==> config.mk <==
export PLATFORM = sky130hd
export DESIGN_NAME = percep_unit
export DESIGN_NICKNAME = d
export VERILOG_FILES = /design/src/rtl/percep_pkg.sv /design/src/rtl/percep_ctrl.sv /design/src/rtl/percep_datapath.sv /design/src/rtl/percep_unit.sv
export SDC_FILE = /design/constraint.sdc
export NUM_CORES = 1
export LEC_CHECK = 0
export ABC_AREA = 1
export BUFFER_PORTS_ARGS = -buffer_cell sky130_fd_sc_hd__clkbuf_2
export CAP_MARGIN = 20
export CELL_PAD_IN_SITES_DETAIL_PLACEMENT = 0
export CELL_PAD_IN_SITES_GLOBAL_PLACEMENT = 1
export CORE_UTILIZATION = 40
export DETAILED_ROUTE_END_ITERATION = 8
export GPL_ROUTABILITY_DRIVEN = 0
export GPL_TIMING_DRIVEN = 0
export PLACE_DENSITY = 0.7
export SLEW_MARGIN = 0
export SYNTH_ARGS = -nofsm -noshare
export SYNTH_HDL_FRONTEND = slang
export SYNTH_HIERARCHICAL = 1
export SYNTH_SLANG_ARGS = --single-unit
==> constraint.sdc <==
create_clock -name clk -period 7.43 [get_ports clk]
set_clock_uncertainty 0.15 [all_clocks]
set_input_delay 1.1145 -clock clk [delete_from_list [all_inputs] [get_ports clk]]
set_output_delay 1.1145 -clock clk [all_outputs]
set_load 0.01 [all_outputs]
==> src/rtl/percep_pkg.sv <==
package percep_pkg;

  localparam int DATA_W  = 8;
  localparam int ACC_W   = 24;
  localparam int MAX_LEN = 256;
  localparam int CNT_W   = $clog2(MAX_LEN + 1);

  // Strobes from the control module to the datapath, one cycle each.
  typedef struct packed {
    logic accEn;   // add the current product to the sum
    logic skipInc; // count the current pair as skipped
    logic clrAll;  // return sum and count to zero
  } strobes_t;

endpackage

==> src/rtl/percep_ctrl.sv <==
module percep_ctrl
  import percep_pkg::*;
#(
  parameter int DW = DATA_W
) (
  input  logic          clk,
  input  logic          rst,
  input  logic          inValid,
  input  logic          inLast,
  input  logic [DW-1:0] inWeight,
  input  logic [DW-1:0] inAct,
  output logic          inReady,
  output logic          resValid,
  output strobes_t      strb
);

  logic doneQ;
  logic accept;
  logic zeroPair;

  assign inReady  = !doneQ;
  assign accept   = inValid && inReady;
  assign zeroPair = (inWeight == '0) || (inAct == '0);

  always_ff @(posedge clk) begin
    if (rst) begin
      doneQ <= 1'b0;
    end else begin
      doneQ <= accept && inLast;
    end
  end

  always_comb begin
    strb.accEn   = accept && !zeroPair;
    strb.skipInc = accept && zeroPair;
    strb.clrAll  = doneQ;
  end

  assign resValid = doneQ;

endmodule

==> src/rtl/percep_datapath.sv <==
module percep_datapath
  import percep_pkg::*;
#(
  parameter int DW = DATA_W,
  parameter int AW = ACC_W,
  parameter int CW = CNT_W
) (
  input  logic          clk,
  input  logic          rst,
  input  strobes_t      strb,
  input  logic [DW-1:0] inWeight,
  input  logic [DW-1:0] inAct,
  input  logic [AW-1:0] biasIn,
  output logic          decide,
  output logic [CW-1:0] skipCnt
);

  localparam int PW = 2 * DW;

  logic signed [PW-1:0] prod;
  logic signed [AW-1:0] prodExt;
  logic signed [AW-1:0] accQ;
  logic signed [AW:0]   biased;
  logic        [CW-1:0] skipQ;

  assign prod    = $signed(inWeight) * $signed(inAct);
  assign prodExt = {{(AW - PW){prod[PW-1]}}, prod};

  always_ff @(posedge clk) begin
    if (rst || strb.clrAll) begin
      accQ  <= '0;
      skipQ <= '0;
    end else begin
      if (strb.accEn) begin
        accQ <= accQ + prodExt;
      end
      if (strb.skipInc) begin
        skipQ <= skipQ + 1'b1;
      end
    end
  end

  // One extra bit so that sum plus bias cannot wrap.
  assign biased  = {accQ[AW-1], accQ} + {biasIn[AW-1], biasIn};
  assign decide  = !biased[AW] && (biased != '0);
  assign skipCnt = skipQ;

endmodule

==> src/rtl/percep_unit.sv <==
module percep_unit
  import percep_pkg::*;
#(
  parameter int DW = DATA_W,
  parameter int AW = ACC_W,
  parameter int CW = CNT_W
) (
  input  logic          clk,
  input  logic          rst,
  input  logic          inValid,
  output logic          inReady,
  input  logic [DW-1:0] inWeight,
  input  logic [DW-1:0] inAct,
  input  logic          inLast,
  input  logic [AW-1:0] biasIn,
  output logic          resValid,
  output logic          resClass,
  output logic [CW-1:0] resSkips
);

  strobes_t strb;
  logic     decide;
  logic [CW-1:0] skipCnt;

  percep_ctrl #(.DW(DW)) u_ctrl (
    .clk      (clk),
    .rst      (rst),
    .inValid  (inValid),
    .inLast   (inLast),
    .inWeight (inWeight),
    .inAct    (inAct),
    .inReady  (inReady),
    .resValid (resValid),
    .strb     (strb)
  );

  percep_datapath #(.DW(DW), .AW(AW), .CW(CW)) u_dp (
    .clk      (clk),
    .rst      (rst),
    .strb     (strb),
    .inWeight (inWeight),
    .inAct    (inAct),
    .biasIn   (biasIn),
    .decide   (decide),
    .skipCnt  (skipCnt)
  );

  assign resClass = resValid && decide;
  assign resSkips = skipCnt;

endmodule

# Word level (Yosys, flattened, before mapping)
# Index checks and enable logic that the tools add are counted.
# classes
n_addsub	3
n_mul	1
n_reduce_logical	14
# op_table
op	count
$add A24 B24 Y25	1
$reduce_bool A25 Y1	1
$add A24 B16 Y24	1
$logic_not A8 Y1	2
$mul A8 B8 Y16	1
$add A9 B1 Y9 const B	1
$logic_and A1 B1 Y1	6
$logic_not A1 Y1	3
$logic_or A1 B1 Y1	2
# totals
regBits	34
input_bits	44
output_inout_bits	12
elab_cells	21

# Longest topological paths before layout
# logic_depth
ltp_word	4
ltp_mapped	25
depth_no_buf	24

# Hierarchy
# The synthesis kept the hierarchy.
# by_module_without_submodules
mod	instances	cells_each	area_per_inst_um2	seq_area_each_um2
percep_datapath	1	1093	7608.5	660.6
percep_ctrl	1	29	132.6	20.0
percep_unit	1	2	7.5	0.0

# Least setup slack after synthesis
# OpenSTA, ideal clock, no wires.
# synth_path
kind	input-to-reg
startpoint	input port inAct[0]
endpoint	register u_dp.accQ[20]
setup_time_ps	116
arrival_time_ps	5679
required_time_ps	7164
path_slack_ps	1485
stages	20
n_path_buf	1
path_cell_list	clkbuf_1 > nand2_1 > inv_1 > fa_1 > fa_1 > inv_1 > fa_1 > inv_1 > fa_1 > ha_1 > ha_1 > inv_1 > o21bai_1 > a21boi_0 > inv_1 > a21oi_1 > a21o_1 > nand3_1 > o211ai_1 > inv_1
# synth_between
elab_chain_cells	4
word_cells_on_any_way	6
classes_between	add/sub (1); mul (1); reduce/logical (4)
# synth_rtl
item	line_no	rtl
start, declared	percep_unit.sv:13	input logic [DW-1:0] inAct,
parallel branches: the longest is 4 deep, another holds $add A24 B16 Y24	--	
end signal, assigned	percep_datapath.sv:35	accQ <= accQ + prodExt;
end, declared	percep_datapath.sv:22	logic signed [AW-1:0] accQ;
# Parallel ways; which one is timed is not known.
# A chain may end at the register's enable or synchronous reset.

# Worst setup path after layout
# layout_path
startpoint	input port inWeight[7]
endpoint	register u_dp.accQ[23]
# layout_between
elab_chain_cells	4
word_cells_on_any_way	6
classes_between	add/sub (1); mul (1); reduce/logical (4)
# layout_rtl
item	line_no	rtl
start, declared	percep_unit.sv:12	input logic [DW-1:0] inWeight,
parallel branches: the longest is 4 deep, another holds $add A24 B16 Y24	--	
# Parallel ways; which one is timed is not known.

==> key figures <==
Timing
  • Slew Limit Fails: 0
  • Setup_tns: 0 ps
  • Worst Slack Setup Final: 1140 ps
  • Fin. Hold Viols: 0
  • Final setup fails: 0
  • RSZ-0062 raised after global routing: false
  • Tightest Pin Transition: 937 ps
  • Relative slew slack: 37.3%
  • Max Freq: 159 MHz
  • Period utilization: 84.7%
  • Min cycle time layout: 6290 ps

Finish
  • Net count reported at finish: 1,416
  • Post-route design area: 8570 um^2
  • Filler cell count: 2,007
  • Area grow syn2layout: 10.6%
  • Multi-input gate area: 6010 um^2
  • Layout cell share with drive strength beyond 1: 9.43%
  • Most frequent cells in the layout: nand2_1 (297), inv_1 (253), fa_1 (105), nor2_1 (92), ha_1 (79)
  • Ant. Diodes: 0
  • Most common cell after layout, fill and taps aside: nand2_1
  • Sequential cell area: 681 um^2
  • Util after Layout: 45.5%

Worst hold path
  • Worst hold start: u_dp/skipCnt[8]$_SDFFE_PP0P_
  • Hold Path Cell Cnt: 2
  • Hold Path Class: register to register
  • Hold Path Sink: u_dp/skipCnt[8]$_SDFFE_PP0P_

Clock network
  • Clock transition at path regs: 60 ps
  • Setup bufs post-CTS: 0
  • CTS tree: done
  • Clock latency on the worst-skew pair: 290 ps
  • Clock Path Buffers: 2
  • H-Tree Depth: 2
  • Sink Count: 34
  • CTS Buf Count: 5
  • Hold buffers post-CTS: 0
  • Post-cts gate resize count: 0
  • Root buf cell: clkbuf_16

Yosys
  • Mapped cell area: 7750 um^2
  • Synth Register Bits: 34
  • Net Count, Synth: 1,352
  • Syn avg cell area: 6.89 um^2
  • Sequential-to-total area share from yosys stat: 8.78%
  • Synth unique cells: 41
  • Cell taking the most area after synthesis: fa_1
  • Top cell type's share of synthesized area: 27.1%
  • Syn. warnings: 6
  • Post-Synthesis Cells: 1,124
  • Largest cells by area after synthesis: fa_1 (27%), nand2_1 (14%), ha_1 (13%)

Floorplan
  • I/O pin count: 56
  • Initial core utilization: 41.1%
  • Row cnt: 50
  • DIE HEIGHT: 141 um
  • Die ar.: 19,900 um^2
  • Core Region: 18,800 um^2
  • Die X-Extent: 141 um

Placement
  • Port Buf Inserts: 55
  • HPWL after detailed placement: 17,700 um
  • Area after DPL: 8350 um^2
  • DP Worst Slack: 567 ps

Worst setup path
  • Cells along the critical path: clkbuf_2, clkbuf_1, nand2_1, fa_1, fa_1, inv_1, fa_1, fa_1, ha_1, ha_1, nand2_1, nor3_1, nand2_1, o211ai_1, nor2_1, nor2_1, nor2_1
  • FF-to-FF setup slack: 2720 ps
  • Cell family with most CP delay: adder cells
  • R2R cell count: 21
  • Crit path max-delay cell type: fa_1
  • Crit path buf inv count: 3
  • Worst path max stage delay: 760 ps
  • CP required: 7460 ps
  • Kind of critical path: primary input to register
  • R2R Path End: u_dp/accQ[20]$_SDFFE_PP0P_
  • Critical path arrival: 6320 ps
  • CP Launch Type: primary input
  • CP max FO: 8
  • Reg2reg start: u_dp/accQ[6]$_SDFFE_PP0P_
  • Critical path's most frequent cell: fa_1
  • Crit. End Element: register

Pwr
  • Overall power: 0.00419 W
  • Peak VDD IR: 379 uV
  • Gate power share: 87.4%
  • Clk pwr share: 5.9%
  • Sequential Power Share: 6.7%
  • Net Sw Frac: 58.3%
  • NetSw: 0.00244 W
  • PwrDens: 488 nW/um^2
  • Lkg Pwr: 4.98 nW
  • Internal power: 0.00174 W

Run status
  • Status: finished, final reports clean

GRT
  • Vias in the first global route: 6,770
  • Initial antenna violation count: 0
  • Largest net degree at the start of global routing: 17
  • First-pass GRT wire length: 34,100 um
  • Total track usage: 21.8%
  • Gr ovfl total: 0

Drt
  • Vias per cell: 4.67
  • Final wirelength: 19,900 um
  • Routed WL per cell: 13.7 um
  • Iter 0 DRT Violations: 303
  • DRC Markers: 0
  • Via Count: 6,765
  • Drt first pass iters: 5
  • Final ANT Viol Nets: 0

Job
  • Max Cap Violations: 0
[layout make-up]
type / count / share of cell area, %
plain buffers: 23 / 1.08
flip-flops and latches: 34 / 7.94
multi-input cells: 809 / 70.1
clock buffers: 6 / 1.62
well taps: 260 / 3.79
repair buffers: 57 / 3.85
clock inverters: 1 / 0.350
inverters: 258 / 11.3
[layer usage]
metal | up-vias | share of wire (%) | GRT usage [%]
li1 | 3552 | - | -
met1 | 3077 | 51 | 31.5
met2 | 122 | 45 | 35.7
met3 | 14 | 3.8 | 2.51
met4 | 0 | 0.65 | 2.52
met5 | - | 0 | 0
[worst max-delay path by stage]
stage	slack, ps	end	from	cells past startpoint
after floorplan	1480	u_dp/accQ[20]$_SDFFE_PP0P_	inAct[0]	20
after detailed placement	570	u_dp/accQ[20]$_SDFFE_PP0P_	inWeight[7]	21
after global placement	580	u_dp/accQ[20]$_SDFFE_PP0P_	inAct[0]	21
final	1140	u_dp/accQ[23]$_SDFFE_PP0P_	inWeight[7]	17
after CTS	860	u_dp/accQ[20]$_SDFFE_PP0P_	inWeight[7]	21
after global routing	640	u_dp/accQ[22]$_SDFFE_PP0P_	inWeight[7]	18
[synthesized netlist by cell type]
cell type  instances
a21boi_0           1
a21o_1             2
a21oi_1           52
a21oi_2            5
a21oi_4            1
a31oi_1            3
and2_1             2
buf_2              2
buf_4              1
clkbuf_1          20
clkinv_1           1
dfxtp_1           34
fa_1             105
ha_1              79
inv_1            253
inv_2              4
nand2_1          297
nand2_2           13
nand3_1           44
nand3_2            6
nand3b_1           1
nand4_1           16
nor2_1            92
nor2_2             8
nor2_4             4
nor3_1             6
nor3_2             1
nor3b_1            3
nor4_1             1
o211a_1            1
o211ai_1           6
o21ai_0           29
o21ai_1            3
o21ai_2            1
o21bai_1           2
o221ai_1           2
o31ai_1            1
or2_1              1
or2_2              2
xnor2_1            9
xor2_1            10
[logic make-up (layout without fill, tap and decap cells)]
| logic type | count (synthesis) | in the layout | share of synthesized area, % |
|---|---|---|---|
| AO/OA/AOI/OAI | 109 | 109 | 8.07 |
| XOR/XNOR | 19 | 19 | 2.15 |
| adder cells (fa/ha/maj) | 184 | 184 | 39.9 |
| buffers and inverters | 281 | 345 | 13.7 |
| flip-flops | 34 | 34 | 8.78 |
| AND/OR/NAND/NOR | 497 | 497 | 27.4 |
[worst reg2reg max path: cells and delay by family, from the launching register on]
kind / cells / cell delay (ps)
adders and majority gates: 6 / 2760
and+or+nand+nor: 7 / 620
AOI/OAI and AO/OA: 3 / 460
DFF: 1 / 330
buffers and inverters: 5 / 300
[flip-flops by register name, summed over array words and instances, names as in the netlist]
name	flops
u_dp/accQ	24
u_ctrl/resValid	1
u_dp/skipCnt	9
[through the flow]
stage	cells	hold WS, ps
2_1_floorplan	1124	312
3_3_place_gp	1439	302
3_5_place_dp	1439	315
4_1_cts	1446	325
5_1_grt	1448	361
6_report	1448	323
[power by group through the flow]
stage / Combinational, W / Sequential [W] / Clock (W)
finish: 0.00366 / 0.000281 / 0.000246
global route: 0.00427 / 0.000287 / 0.000260
CTS: 0.00370 / 0.000286 / 0.000253
detailed placement: 0.00366 / 0.000290 / 0
global placement: 0.00366 / 0.000291 / 0
floorplan: 0.00282 / 0.000258 / 0
(Power assumes the default switching activity.)
